[src/rtl/csg_pkg.sv]
package csg_pkg;
   localparam int CSG_CNT_W_DEF       = 8;
   localparam int CSG_SYNC_STAGES_DEF = 2;
   // recommended field values after reset
   localparam int CSG_CLAMP_DELAY_RST = 8;
   localparam int CSG_CLAMP_WIDTH_RST = 20;
   localparam int CSG_HSOUT_WIDTH_RST = 32;

   // effective input polarity: 1 = active-high
   function automatic logic csg_eff_pol(input logic ovr, input logic cfg_pol, input logic det_pol);
      return ovr ? cfg_pol : det_pol;
   endfunction
endpackage

[src/rtl/csg_sync.sv]
module csg_sync #(
   parameter int STAGES = 2
) (
   input  logic clk,
   input  logic rst_n,
   input  logic d_i,
   output logic q_o
);
   if (STAGES < 2) begin : g_bad_stages
      $error("csg_sync: STAGES must be at least 2");
   end

   logic [STAGES-1:0] chain_q;

   always_ff @(posedge clk) begin
      if (!rst_n) chain_q <= '0;
      else        chain_q <= {chain_q[STAGES-2:0], d_i};
   end

   assign q_o = chain_q[STAGES-1];
endmodule

[src/rtl/csg_edge_det.sv]
module csg_edge_det #(
   parameter int SYNC_STAGES = 2
) (
   input  logic clk,
   input  logic rst_n,
   input  logic raw_i,
   input  logic pol_high_i,
   output logic lead_o,
   output logic trail_o
);
   localparam int FILL = SYNC_STAGES + 1;
   localparam int FW   = $clog2(FILL + 1);

   logic          sync_s;
   logic          prev_q;
   logic [FW-1:0] fill_q;
   logic          primed;
   logic          norm_now, norm_prev;

   csg_sync #(.STAGES(SYNC_STAGES)) u_sync (
      .clk  (clk),
      .rst_n(rst_n),
      .d_i  (raw_i),
      .q_o  (sync_s)
   );

   always_ff @(posedge clk) begin
      if (!rst_n) begin
         prev_q <= 1'b0;
         fill_q <= '0;
      end else begin
         prev_q <= sync_s;
         if (!primed) fill_q <= fill_q + 1'b1;
      end
   end

   assign primed    = (fill_q == FW'(FILL));
   assign norm_now  = pol_high_i ? sync_s : ~sync_s;
   assign norm_prev = pol_high_i ? prev_q : ~prev_q;
   assign lead_o    = primed &  norm_now & ~norm_prev;
   assign trail_o   = primed & ~norm_now &  norm_prev;
endmodule

[src/rtl/csg_delay_pulse.sv]
module csg_delay_pulse #(
   parameter int CNT_W    = 8,
   parameter bit DELAY_EN = 1'b1
) (
   input  logic             clk,
   input  logic             rst_n,
   input  logic             start_i,
   input  logic [CNT_W-1:0] delay_i,
   input  logic [CNT_W-1:0] width_i,
   output logic             active_o,
   output logic             pend_o
);
   logic [CNT_W-1:0] wcnt_q;
   logic             fire;
   logic             kill;

   if (DELAY_EN) begin : g_delay
      logic [CNT_W-1:0] dcnt_q;
      logic             pend_q;

      always_ff @(posedge clk) begin
         if (!rst_n) begin
            dcnt_q <= '0;
            pend_q <= 1'b0;
         end else if (start_i) begin
            dcnt_q <= delay_i;
            pend_q <= (delay_i != '0);
         end else if (pend_q) begin
            dcnt_q <= dcnt_q - 1'b1;
            if (dcnt_q == CNT_W'(1)) pend_q <= 1'b0;
         end
      end

      assign fire   = (start_i && delay_i == '0) || (!start_i && pend_q && dcnt_q == CNT_W'(1));
      assign kill   = start_i && delay_i != '0;
      assign pend_o = pend_q;
   end else begin : g_nodelay
      logic unused_delay;
      assign unused_delay = ^delay_i;
      assign fire   = start_i;
      assign kill   = 1'b0;
      assign pend_o = 1'b0;
   end

   always_ff @(posedge clk) begin
      if (!rst_n)              wcnt_q <= '0;
      else if (fire)           wcnt_q <= width_i;
      else if (kill)           wcnt_q <= '0;
      else if (wcnt_q != '0)   wcnt_q <= wcnt_q - 1'b1;
   end

   assign active_o = (wcnt_q != '0);
endmodule

[src/rtl/clamp_sync_gen.sv]
module clamp_sync_gen
   import csg_pkg::*;
#(
   parameter int CNT_W       = CSG_CNT_W_DEF,
   parameter int SYNC_STAGES = CSG_SYNC_STAGES_DEF
) (
   input  logic             clk,
   input  logic             rst_n,
   input  logic             hsync_raw_i,
   input  logic             clamp_ext_i,
   input  logic             hs_pol_detect_i,
   input  logic             cfg_hs_pol_ovr_i,
   input  logic             cfg_hs_pol_i,
   input  logic             cfg_hsout_pol_i,
   input  logic             cfg_clamp_src_i,
   input  logic             cfg_clamp_ext_pol_i,
   input  logic [CNT_W-1:0] cfg_clamp_delay_i,
   input  logic [CNT_W-1:0] cfg_clamp_width_i,
   input  logic [CNT_W-1:0] cfg_hsout_width_i,
   output logic             clamp_o,
   output logic             hsout_o
);
   if (CNT_W < 2 || CNT_W > 16) begin : g_bad_cnt
      $error("clamp_sync_gen: CNT_W out of range");
   end

   logic pol_high;
   logic lead_evt, trail_evt;
   logic hs_active, hs_pend_unused;
   logic clamp_int, clamp_pend;
   logic ext_s, ext_act;
   logic [CNT_W-1:0] zero_delay;

   assign pol_high   = csg_eff_pol(cfg_hs_pol_ovr_i, cfg_hs_pol_i, hs_pol_detect_i);
   assign zero_delay = '0;

   csg_edge_det #(.SYNC_STAGES(SYNC_STAGES)) u_edge (
      .clk       (clk),
      .rst_n     (rst_n),
      .raw_i     (hsync_raw_i),
      .pol_high_i(pol_high),
      .lead_o    (lead_evt),
      .trail_o   (trail_evt)
   );

   csg_delay_pulse #(.CNT_W(CNT_W), .DELAY_EN(1'b0)) u_hs_pulse (
      .clk     (clk),
      .rst_n   (rst_n),
      .start_i (lead_evt),
      .delay_i (zero_delay),
      .width_i (cfg_hsout_width_i),
      .active_o(hs_active),
      .pend_o  (hs_pend_unused)
   );

   csg_delay_pulse #(.CNT_W(CNT_W), .DELAY_EN(1'b1)) u_clamp_pulse (
      .clk     (clk),
      .rst_n   (rst_n),
      .start_i (trail_evt),
      .delay_i (cfg_clamp_delay_i),
      .width_i (cfg_clamp_width_i),
      .active_o(clamp_int),
      .pend_o  (clamp_pend)
   );

   csg_sync #(.STAGES(SYNC_STAGES)) u_ext_sync (
      .clk  (clk),
      .rst_n(rst_n),
      .d_i  (clamp_ext_i),
      .q_o  (ext_s)
   );

   assign ext_act = ext_s ^ cfg_clamp_ext_pol_i;
   assign clamp_o = cfg_clamp_src_i ? ext_act : clamp_int;
   assign hsout_o = hs_active ^ cfg_hsout_pol_i;
endmodule

[config.mk]
export PLATFORM = sky130hd
export DESIGN_NAME = clamp_sync_gen
export DESIGN_NICKNAME = d
export VERILOG_FILES = /design/src/rtl/csg_pkg.sv /design/src/rtl/csg_sync.sv /design/src/rtl/csg_edge_det.sv /design/src/rtl/csg_delay_pulse.sv /design/src/rtl/clamp_sync_gen.sv
export SDC_FILE = /design/constraint.sdc
export NUM_CORES = 1
export LEC_CHECK = 0
export ABC_AREA = 1
export CAP_MARGIN = 20
export CORE_UTILIZATION = 50
export CTS_CLUSTER_SIZE = 12
export DETAILED_ROUTE_END_ITERATION = 16
export GPL_TIMING_DRIVEN = 0
export PLACE_DENSITY = 0.77
export RECOVER_POWER = 50
export SLEW_MARGIN = 20
export SYNTH_ARGS = -nofsm -noshare
export SYNTH_HDL_FRONTEND = slang
export SYNTH_SLANG_ARGS = --single-unit
[constraint.sdc]
create_clock -name clk -period 1.55 [get_ports clk]
set_input_delay 0.31 -clock clk [delete_from_list [all_inputs] [get_ports clk]]
set_output_delay 0.31 -clock clk [all_outputs]
set_load 0.02 [all_outputs]
==> run summary <==
Failing checks -> setup timing
Overall power consumption -> 0.004179 W
Maximum clock path buffer count -> 2
Ys Warns -> 0
Overflow after GRT -> 0
Worst hold-check slack -> 0.4142 ns
Cell taking the most area after synthesis -> dfxtp_1
Clock slew at the register clock pins of the worst setup and hold paths -> 0.07 ns
Worst r2r src -> u_edge.fill_q[0]$_SDFFE_PN0P_
Cell depth of the worst hold path -> 2
Final worst setup slack -> -0.05418 ns
CTS H-tree lvls -> 2
Combinational fraction of design power -> 54.8%
Post-synthesis register bit count -> 32
Starting DRT DRC Count -> 102
TritonCTS clock tree -> done
Worst Path Required -> 1.24 ns
Share of cells above drive strength 1 -> 24.02%
Clk Tree Root Cell -> clkbuf_8
Kind of launch point of the worst setup path -> flop
Hold-fix buffers, CTS -> 0
Final weighted congestion in routability-driven placement -> 0.8907
Switching portion of total power -> 41.15%
Switching power -> 0.001720 W
Cell internal power dissipation -> 0.002460 W
Hold Violations, Final -> 0
Area added between synthesis and finish -> 41.56%
Distinct cell type count after synthesis -> 27
Largest stage delay, worst path -> 0.32 ns
Worst Setup Path Type -> flop to primary output
Mean post-synth cell area -> 6.713 um^2
Area share of the largest cell type after synthesis -> 32.24%
Final-stage net count -> 398
Outcome -> complete, but fails checks
Horizontal die dimension -> 65.04 um
Critical path's slowest cell -> dfxtp_2
Area enclosed by the die boundary -> 0.004230 mm^2
Chip Height -> 65.04 um
Combined area of all synthesized cells -> 0.001987 mm^2
Antenna cells -> 0
Power density over the cells -> 1486 mW/mm^2
Max-cap check violation count -> 0
Setup repair after global routing missed its margin -> true
Number of vias per cell -> 5.192
Via total after detailed routing -> 2108
Total clock buffers created by CTS -> 5
Proportion of power drawn by the clock network -> 16.6%
Post-DRT Antenna Nets -> 0
Global-route wire length before repair -> 8148 um
Post-synthesis instance total -> 296
DRC viols -> 0
Crit-path cells -> inv_2 > ha_4 > nand2_4 > nor2_4 > xnor2_1 > buf_4
Share of the yosys chip area belonging to registers -> 32.24%
Power share of the sequential group -> 28.6%
Mapped Nets -> 337
Insertion delay to the later sink of the worst-skew pair -> 0.29 ns
Clock skew after layout -> 0.002771 ns
Data arrival at the endpoint of the critical path -> 1.29 ns
Upper clock frequency limit -> 0.6234 GHz
CP Max Fanout -> 3
Most area-consuming cells after synthesis -> dfxtp_1 32%, nand3_1 13%, nand2_1 12%, inv_1 8.9%, xor2_1 7.1%
Final Max Slew Viols -> 0
RR Endpoint -> u_clamp_pulse.g_delay.dcnt_q[0]$_SDFFE_PN0P_
Portion of the clock cycle consumed by the worst path in the final layout -> 103.5%
Flop-to-flop setup slack -> 0.04 ns
Cell Rows -> 22
Wirelength, routed -> 5363 um
Core Footprint -> 0.003744 mm^2
Buffers on Ports -> 35
Overall routing resource usage -> 25.45%
Detailed-placement wirelength estimate -> 3044 um
Relative slew slack -> 67.08%
Clock net sink count -> 32
Setup violators final -> 2
Initial core utilization -> 53.07%
Top Ports -> 36
Worst-case reg-to-reg path depth -> 10
Hold path endpoint -> u_ext_sync.chain_q[1]$_SDFF_PN0_
Startpoint of the worst hold path -> u_ext_sync.chain_q[0]$_SDFF_PN0_
Slew of the pin with the lowest slew margin -> 0.4938 ns
HP Class -> flop to flop
IR drop worst, VDD -> 723.7 uV
CP endpoint kind -> primary output
Pin count of the biggest net entering global routing -> 11
Initial antenna violation count -> 0
Number of iterations in the first detailed-routing pass -> 5
Routed wire per std cell -> 13.21 um
Leakage -> 1.334 nW
Vias in the first global route -> 1844
Final worst path period need -> 1.604 ns
-- metrics by stage --
| stage | area, um^2 | setup slack, ns | setup TNS (ns) | utilization, % | instances |
|---|---|---|---|---|---|
| 4_1_cts | 2650 | -0.03669 | -0.03669 | 70.79 | 398 |
| 5_1_grt | 2813 | -0.1010 | -0.7874 | 75.13 | 406 |
| 6_report | 2813 | -0.05418 | -0.08066 | 75.13 | 406 |
| 2_1_floorplan | 1987 | 0.01263 | 0 | - | 296 |
| 3_5_place_dp | 2397 | -0.5103 | -8.041 | 64.04 | 379 |
| 3_3_place_gp | 2397 | -0.4071 | -7.616 | 64.04 | 379 |
-- state kept, by name, summed over array words and instances, names as in the netlist --
name / count
u_clamp_pulse.pend_o: 1
u_ext_sync.chain_q: 2
u_edge.prev_q: 1
u_hs_pulse.wcnt_q: 8
u_clamp_pulse.wcnt_q: 8
u_edge.fill_q: 2
u_clamp_pulse.g_delay.dcnt_q: 8
u_edge.u_sync.chain_q: 2
-- cells by family (layout without fill, tap and decap cells) --
| logic type | Yosys count | count (layout) | share of synthesized area [%] |
|---|---|---|---|
| flops | 32 | 32 | 32.24 |
| xor+xnor | 18 | 18 | 7.934 |
| fa+ha+maj | 7 | 7 | 4.408 |
| buf+inv | 55 | 116 | 11.71 |
| simple gates | 153 | 154 | 35.33 |
| compound gates | 31 | 31 | 8.376 |
-- power by group through the flow --
stage	Clock [W]	Sequential, W	Combinational, W
floorplan	0	0.00113	0.00130
global placement	0	0.00115	0.00161
detailed placement	0	0.00115	0.00164
CTS	0.000701	0.00116	0.00197
global route	0.000754	0.00122	0.00252
finish	0.000694	0.00119	0.00229
-- placed cells by master (no fill, tap or decap), types with 9 or more instances in the layout --
| cell | instances |
|---|---|
| clkdlybuf4s50_1 | 29 |
| a21oi_1 | 16 |
| nor2_1 | 10 |
| nand3_1 | 44 |
| o21ai_0 | 9 |
| buf_4 | 20 |
| inv_1 | 40 |
| dfxtp_1 | 23 |
| xor2_1 | 16 |
| nand2_1 | 60 |
-- worst max path at each step --
| stage | startpoint | endpoint | cells past startpoint |
|---|---|---|---|
| global placement | cfg_clamp_ext_pol_i | clamp_o | 5 |
| global route | u_hs_pulse.wcnt_q[1]$_SDFFE_PN0P_ | hsout_o | 6 |
| CTS | u_hs_pulse.wcnt_q[4]$_SDFFE_PN0P_ | hsout_o | 5 |
| detailed placement | cfg_clamp_ext_pol_i | clamp_o | 5 |
| floorplan | u_clamp_pulse.wcnt_q[0]$_SDFFE_PN0P_ | clamp_o | 5 |
| finish | u_hs_pulse.wcnt_q[1]$_SDFFE_PN0P_ | hsout_o | 6 |
-- final cells by class --
cell class	count	area, um^2
Buffer	6	50.05
Clock buffer	6	82.58
Clock inverter	2	10.01
Fill cell	293	930.9
Inverter	48	180.2
Multi-Input combinational cell	210	1281
Sequential cell	32	656.9
Tap cell	48	60.06
Timing Repair Buffer	54	491.7
-- synth_stat cells --
cell / number
a21oi_2: 1
clkbuf_2: 1
inv_2: 1
o211ai_1: 1
nand3_1: 53
buf_6: 3
nor2_4: 2
o21ai_1: 1
dfxtp_1: 32
nor4_1: 2
xnor2_1: 2
nand2_2: 2
buf_2: 2
nand2_1: 65
nor2_1: 15
nand2_4: 1
xor2_1: 16
inv_1: 47
nor3_1: 3
o21ai_2: 1
o21ai_0: 10
nor2_2: 4
clkbuf_1: 1
a21oi_1: 16
nand4_1: 6
a31oi_1: 1
ha_1: 7
-- timing repair --
action / in CTS / in global routing
gates resized for setup: 44 / 34
setup endpoints to repair: 16 / 27
hold endpoints to repair: 0 / 0
pin swaps: 7 / 15
cloned: 1 / 1
buffers inserted: 10 / 10
-- per-layer routing --
layer / vias up / track usage [%] / part of all wire (%)
met5: - / 0 / 0
met4: 0 / 9.511 / 1.1
met3: 6 / 7.394 / 4.7
met2: 74 / 42.71 / 52
met1: 955 / 30.48 / 42
li1: 1073 / - / -
-- worst max-delay path, delay by kind of cell (launching register included) --
family                     cells  cell delay (ns)
adders and majority gates      1             0.14
DFF                            1             0.32
xor gates and xnor gates       1             0.12
and+or+nand+nor                2             0.17
buffers and inverters          2             0.24
Power figures use the tool's default switching activity.
